===== config.mk =====
export PLATFORM = sky130hd
export DESIGN_NAME = dual_mode_gatedrv
export DESIGN_NICKNAME = d
export VERILOG_FILES = /design/src/rtl/dmg_pkg.sv /design/src/rtl/dmg_mode_sel.sv /design/src/rtl/dmg_frame.sv /design/src/rtl/dmg_leg.sv /design/src/rtl/dual_mode_gatedrv.sv
export SDC_FILE = /design/constraint.sdc
export NUM_CORES = 1
export LEC_CHECK = 0
export ABC_AREA = 0
export ABC_CLOCK_PERIOD_IN_PS = 5750
export BUFFER_PORTS_ARGS = -buffer_cell sky130_fd_sc_hd__buf_2
export CORE_MARGIN = 2
export CORE_UTILIZATION = 25
export CTS_CLUSTER_SIZE = 25
export DETAILED_ROUTE_END_ITERATION = 8
export HOLD_SLACK_MARGIN = 0.08
export PLACE_DENSITY_LB_ADDON = 0.12
export SLEW_MARGIN = 15
export SYNTH_ARGS = -nofsm -noshare
export SYNTH_HDL_FRONTEND = slang
export SYNTH_SLANG_ARGS = --single-unit

===== constraint.sdc =====
create_clock -name clk -period 5.75 [get_ports clk]
set_clock_uncertainty 0.15 [all_clocks]
set_input_delay 0.2875 -clock clk [delete_from_list [all_inputs] [get_ports clk]]
set_output_delay 0.2875 -clock clk [all_outputs]
set_load 0.02 [all_outputs]

===== src/rtl/dmg_pkg.sv =====
package dmg_pkg;

    localparam int CNT_W = 12;
    localparam int V_W   = 12;
    localparam int I_W   = 12;
    localparam int P_W   = V_W + I_W;
    localparam int NUM_BRIDGES = 2;
    localparam int SHIFT_DIV   = 5;

    typedef logic [CNT_W-1:0] cnt_t;
    typedef logic [P_W-1:0]   pwr_t;

    typedef enum logic {
        MODE_PWM = 1'b0,
        MODE_PSH = 1'b1
    } mode_e;

    typedef struct packed {
        cnt_t  period;
        cnt_t  half;
        cnt_t  on_end;
        cnt_t  dead;
        cnt_t  shift;
        mode_e mode;
        logic  bwd;
    } frame_t;

    function automatic cnt_t cnt_min(input cnt_t a, input cnt_t b);
        return (a < b) ? a : b;
    endfunction

    function automatic cnt_t wrap_sub(input cnt_t c, input cnt_t d, input cnt_t per);
        logic [CNT_W:0] tmp;
        tmp = {1'b0, c} + {1'b0, per} - {1'b0, d};
        return (c >= d) ? (c - d) : tmp[CNT_W-1:0];
    endfunction

endpackage


===== src/rtl/dmg_mode_sel.sv =====
module dmg_mode_sel
    import dmg_pkg::*;
(
    input  logic             clk,
    input  logic             rst,
    input  logic             dir_bwd,
    input  logic [V_W-1:0]   v_hi,
    input  logic [I_W-1:0]   i_hi,
    input  logic [V_W-1:0]   v_lo,
    input  logic [I_W-1:0]   i_lo,
    input  pwr_t             thr_fwd,
    input  pwr_t             thr_bwd,
    input  pwr_t             hyst_band,
    output mode_e            mode_req
);

    pwr_t power_q;
    pwr_t thr_q;
    logic [P_W:0] upper;
    pwr_t lower;

    // sample the direction-appropriate sensor pair and threshold
    always_ff @(posedge clk) begin
        if (rst) begin
            power_q <= '0;
            thr_q   <= '0;
        end else begin
            power_q <= dir_bwd ? (pwr_t'(v_hi) * pwr_t'(i_hi))
                               : (pwr_t'(v_lo) * pwr_t'(i_lo));
            thr_q   <= dir_bwd ? thr_bwd : thr_fwd;
        end
    end

    always_comb begin
        upper = {1'b0, thr_q} + {1'b0, hyst_band};
        lower = (thr_q > hyst_band) ? (thr_q - hyst_band) : '0;
    end

    always_ff @(posedge clk) begin
        if (rst) begin
            mode_req <= MODE_PWM;
        end else begin
            case (mode_req)
                MODE_PWM: if ({1'b0, power_q} > upper) mode_req <= MODE_PSH;
                MODE_PSH: if (power_q < lower)         mode_req <= MODE_PWM;
                default:  mode_req <= MODE_PWM;
            endcase
        end
    end

    // entering phase-shift needs a load above the threshold
    assert_enter_above_R7: assert property (@(posedge clk) disable iff (rst)
        (mode_req == MODE_PSH && $past(mode_req) == MODE_PWM) |-> ($past(power_q) > $past(thr_q)));

    // leaving phase-shift needs a load below the threshold
    assert_leave_below_R7: assert property (@(posedge clk) disable iff (rst)
        (mode_req == MODE_PWM && $past(mode_req) == MODE_PSH) |-> ($past(power_q) < $past(thr_q)));

endmodule


===== src/rtl/dmg_frame.sv =====
module dmg_frame
    import dmg_pkg::*;
(
    input  logic   clk,
    input  logic   rst,
    input  cnt_t   period_len,
    input  cnt_t   duty_len,
    input  cnt_t   shift_len,
    input  cnt_t   dead_len,
    input  logic   dir_bwd,
    input  mode_e  mode_req,
    output cnt_t   cnt,
    output frame_t frame
);

    logic   wrap;
    frame_t next_frame;
    cnt_t   next_half;

    assign wrap = (frame.period == '0) || (cnt >= frame.period - cnt_t'(1));

    always_comb begin
        next_half         = period_len >> 1;
        next_frame.period = period_len;
        next_frame.half   = next_half;
        next_frame.on_end = (mode_req == MODE_PWM) ? cnt_min(duty_len, next_half) : next_half;
        next_frame.dead   = (dead_len == '0) ? cnt_t'(1) : dead_len;
        next_frame.shift  = (mode_req == MODE_PSH)
                          ? cnt_min(shift_len, next_half / cnt_t'(SHIFT_DIV)) : '0;
        next_frame.mode   = mode_req;
        next_frame.bwd    = dir_bwd;
    end

    // all settings are captured together, only when the carrier wraps
    always_ff @(posedge clk) begin
        if (rst) begin
            cnt   <= '0;
            frame <= '0;
        end else if (wrap) begin
            cnt   <= '0;
            frame <= next_frame;
        end else begin
            cnt   <= cnt + cnt_t'(1);
        end
    end

    // the active mode only moves on the first count of a period
    assert_mode_at_boundary_R8: assert property (@(posedge clk) disable iff (rst)
        !$stable(frame.mode) |-> (cnt == '0));

    // the carrier never runs past the captured period
    assert_cnt_in_period_R1: assert property (@(posedge clk) disable iff (rst)
        (frame.period != '0) |-> (cnt < frame.period));

endmodule


===== src/rtl/dmg_leg.sv =====
module dmg_leg
    import dmg_pkg::*;
(
    input  logic   clk,
    input  logic   rst,
    input  cnt_t   cnt,
    input  frame_t frame,
    input  cnt_t   delay,
    output logic   pair_a,
    output logic   pair_b
);

    cnt_t           phase;
    logic [CNT_W:0] b_start;
    logic [CNT_W:0] b_stop;
    logic           a_next;
    logic           b_next;

    always_comb begin
        phase   = wrap_sub(cnt, delay, frame.period);
        b_start = {1'b0, frame.half} + {1'b0, frame.dead};
        b_stop  = {1'b0, frame.half} + {1'b0, frame.on_end};
        a_next  = (phase >= frame.dead) && (phase < frame.on_end);
        b_next  = ({1'b0, phase} >= b_start) && ({1'b0, phase} < b_stop);
    end

    always_ff @(posedge clk) begin
        if (rst) begin
            pair_a <= 1'b0;
            pair_b <= 1'b0;
        end else begin
            pair_a <= a_next;
            pair_b <= b_next;
        end
    end

    // the two diagonal pairs of a bridge never conduct together
    assert_pair_exclusive_R2: assert property (@(posedge clk) disable iff (rst)
        !(pair_a && pair_b));

    // a pair may only turn on after the other has been off a cycle
    assert_dead_gap_b_R3: assert property (@(posedge clk) disable iff (rst)
        $rose(pair_b) |-> !$past(pair_a));

    assert_dead_gap_a_R3: assert property (@(posedge clk) disable iff (rst)
        $rose(pair_a) |-> !$past(pair_b));

endmodule


===== src/rtl/dual_mode_gatedrv.sv =====
module dual_mode_gatedrv
    import dmg_pkg::*;
(
    input  logic             clk,
    input  logic             rst,
    input  logic             dir_bwd,
    input  logic [CNT_W-1:0] period_len,
    input  logic [CNT_W-1:0] duty_len,
    input  logic [CNT_W-1:0] shift_len,
    input  logic [CNT_W-1:0] dead_len,
    input  logic [V_W-1:0]   v_hi,
    input  logic [I_W-1:0]   i_hi,
    input  logic [V_W-1:0]   v_lo,
    input  logic [I_W-1:0]   i_lo,
    input  logic [P_W-1:0]   thr_fwd,
    input  logic [P_W-1:0]   thr_bwd,
    input  logic [P_W-1:0]   hyst_band,
    output logic [7:0]       gate,
    output logic             mode_psh
);

    mode_e  mode_req;
    cnt_t   cnt;
    frame_t frame;
    cnt_t   delay   [NUM_BRIDGES];
    logic   pair_a  [NUM_BRIDGES];
    logic   pair_b  [NUM_BRIDGES];

    dmg_mode_sel u_sel (
        .clk       (clk),
        .rst       (rst),
        .dir_bwd   (dir_bwd),
        .v_hi      (v_hi),
        .i_hi      (i_hi),
        .v_lo      (v_lo),
        .i_lo      (i_lo),
        .thr_fwd   (thr_fwd),
        .thr_bwd   (thr_bwd),
        .hyst_band (hyst_band),
        .mode_req  (mode_req)
    );

    dmg_frame u_frame (
        .clk        (clk),
        .rst        (rst),
        .period_len (period_len),
        .duty_len   (duty_len),
        .shift_len  (shift_len),
        .dead_len   (dead_len),
        .dir_bwd    (dir_bwd),
        .mode_req   (mode_req),
        .cnt        (cnt),
        .frame      (frame)
    );

    // bridge 0 is the high side, bridge 1 the low side; the trailing
    // bridge is the one opposite to the power source
    generate
        for (genvar g = 0; g < NUM_BRIDGES; g++) begin : g_bridge
            if (g == 0) begin : g_hi
                assign delay[g] = frame.bwd ? frame.shift : '0;
            end else begin : g_lo
                assign delay[g] = frame.bwd ? '0 : frame.shift;
            end

            dmg_leg u_leg (
                .clk    (clk),
                .rst    (rst),
                .cnt    (cnt),
                .frame  (frame),
                .delay  (delay[g]),
                .pair_a (pair_a[g]),
                .pair_b (pair_b[g])
            );

            assign gate[4*g + 0] = pair_a[g];
            assign gate[4*g + 3] = pair_a[g];
            assign gate[4*g + 1] = pair_b[g];
            assign gate[4*g + 2] = pair_b[g];
        end
    endgenerate

    assign mode_psh = (frame.mode == MODE_PSH);

    // in settled PWM mode both bridges switch in step
    assert_pwm_sync_R4: assert property (@(posedge clk) disable iff (rst)
        (!mode_psh && !$past(mode_psh)) |-> (gate[0] == gate[4] && gate[1] == gate[5]));

endmodule


==> results.toml <==
[status]
outcome = "finished, final reports clean"

[logic_synthesis]
yosysSeqAreaShare = 0.09734
synthDistinctLibCells = 86
syn-mean-instance-area_um2 = 8.175
synthAdderAreaFrac = 0.4010
synth_compound_area_frac = 0.1534
synthCells = 2893
synth_top_family_by_area = "adder cells"
ys.flop_type = "dfxtp_1"
synth-edff-count = 0
synth_mux_area_frac = 0.03354
synth-seq-cells = 115
synth_fp_nets = 3695
syn-cell-area_mm2 = 0.02365
yosysWarnings = 0
async_reset_ff_frac = 0
synth-simple-area-share = 0.1769
synth_xor_area_frac = 0.05592

[grt]
gr-usage-all-layers = 0.1552
grt_pass1_wl_um = 119500
grt_max_degree = 57
grt_pass1_vias = 22184
overflow = 0
antenna_found_initial = 15

[timing]
hold_violations = 0
drv_slew = 0
setup_viol = 0
worst_pin_slew_ns = 0.8251
post-route-period-util = 0.9505
relSlewSlack = 0.4441
fin_crit_ns = 5.466
fin_ws_ns = 0.2844
fmax_mhz = 183.0

[routing]
highest_layer = "met5"
drtIter0Drc = 915
vias_per_cell = 4.623
wl_met2_um = 34100
first_pass_iters = 5
met3_wirelength_um = 2228
routed_wirelength_um = 74670
avgRoutedWirePerCell_um = 16.61
drt.antenna.violating_nets = 0
met1_length_um = 37140
post-route-drc-count = 0
route.vias.total = 20780

[cells_and_area]
final_cell_mix = "420 x ha_1, 372 x inv_1, 296 x nand2_1"
design_area_mm2 = 0.02852
drive_gt1_frac = 0.1383
final_util = 0.3051
final_common_cell = "ha_1"
finalNetCount = 4029
area_delta_synth_final_pct = 20.58

[setup_path]
slowest_stage = "fa_1"
critPathLaunchType = "flip-flop"
path_class = "reg -> reg"
cp_data_required_time_ns = 6.01
cp_max_fo = 5
end_kind = "flip-flop"
cpPeakStageDelay_ns = 0.44
worstPathArrival_ns = 5.73
path_common_cell = "a21oi_1"

[power]
p_total_mw = 12.96
p_leak_nw = 14.12
power_density_mw_per_mm2 = 454.6
ir_worst_vdd_mv = 0.2724

[clock_tree]
cts_root_buf = "clkbuf_16"
cts_sinks = 115
clk_latency_ns = 0.48
numCtsBuffers = 17
cts_tree = "built"
clkTransAtPathRegs_ns = 0.06
htreeDepth = 4
cts_buffer_depth = 2

[floorplanning]
dieWidth_um = 311.6
dieArea_mm2 = 0.09708
placeableCoreArea_mm2 = 0.09347
die_y_um = 311.6
num_rows = 112
ioPinCount = 180
start_util = 0.2530

[place]
hpwl_um = 64400
dpl_cell_area_mm2 = 0.02696
place_congestion = 0.8675
place_ws_ns = -0.1784
numPortBuffers = 179

[worst_hold_path]
holdCritPathClass = "in -> reg"

[job]
drv_cap = 0
## Yosys cell counts (all sizes together) (54+ instances only)
library cell  count  area [um^2]
inv             377         1415
a21oi           164        820.8
clkbuf           88        330.3
a21o             77        578.1
xnor2           115         1007
and2             98        615.6
fa              209         4184
nand2b           54        337.8
ha              422         5280
nand2           298         1126
mux2i            71        710.7
nor2            199        749.5
dfxtp           115         2302
o21ai           106        530.5
## layer usage
metal  GRT usage  up-vias
li1            -    10375
met1      0.2127    10043
met4     0.03464       14
met2      0.2570      280
met5           0        -
met3     0.02263       68
## stage by stage
stage	instances	hold WS, ns	TNS (ns)
global placement	4379	0.3245	-0.4071
floorplan	2893	0.2814	0
finish	4495	0.1392	0
CTS	4489	0.08479	0
detailed placement	4379	0.3338	-0.3753
global route	4495	0.1428	-0.09519
## state kept, by name, summed over array words and instances, names as in the netlist
signal	cells
g_bridge.u_leg.pair_a	2
g_bridge.u_leg.pair_b	2
u_frame.cnt	12
u_frame.frame	50
u_sel.mode_req	1
u_sel.power_q	24
u_sel.thr_q	24
## cell type report
class | count | area (um^2)
flip-flops and latches | 115 | 2307
repair buffers | 434 | 3073
multi-input cells | 2280 | 19510
diodes | 1 | 2.502
fillers | 9992 | 64950
well taps | 1254 | 1569
clock inverters | 15 | 205.2
clock buffers | 17 | 425.4
inverters | 379 | 1423
## worst paths after layout
check | from | to | slack (ns) | cells past startpoint
setup / recovery | u_frame.cnt[0]$_SDFF_PP0_ | g_bridge[1].u_leg.pair_b$_SDFF_PP0_ | 0.28 | 25
hold / removal | dir_bwd | u_sel.power_q[14]$_SDFF_PP0_ | 0.14 | 3
setup reg to reg | u_frame.cnt[0]$_SDFF_PP0_ | g_bridge[1].u_leg.pair_b$_SDFF_PP0_ | 0.28 | 25
hold reg to reg | u_frame.frame[2]$_SDFFE_PP0P_ | u_frame.frame[2]$_SDFFE_PP0P_ | 0.33 | 1
## critical path: cells and delay by family (launching register included)
| family | cells | cell delay (ns) |
|---|---|---|
| adder cells (fa/ha/maj) | 4 | 1.31 |
| multiplexers | 1 | 0.27 |
| AND/OR/NAND/NOR | 4 | 0.61 |
| flip-flops | 1 | 0.37 |
| buffers and inverters | 1 | 0.18 |
| XOR/XNOR | 3 | 0.43 |
| AO/OA/AOI/OAI | 12 | 2.05 |
## where the power goes
| part | internal [mW] | switching [mW] |
|---|---|---|
| combinational | 4.88 | 5.64 |
| sequential | 1.01 | 0.237 |
| clock | 0.727 | 0.472 |
## logic make-up (layout without fill, tap and decap cells)
group / Yosys count / after routing
AND/OR/NAND/NOR: 865 / 865
adder cells (fa/ha/maj): 633 / 633
AO/OA/AOI/OAI: 554 / 554
buffers and inverters: 498 / 845
XOR/XNOR: 151 / 151
flip-flops: 115 / 115
multiplexers: 77 / 77
other: 0 / 1
## timing repair
| action | CTS | global route |
|---|---|---|
| hold buffers | 78 | 0 |
| endpoints found under the hold margin | 55 | 0 |
| setup buffers | 0 | 5 |
| pin swaps | 2 | 16 |
| setup endpoints to repair | 1 | 7 |
| resized for setup | 2 | 37 |
No activity file was read; power rests on OpenSTA's default activity.
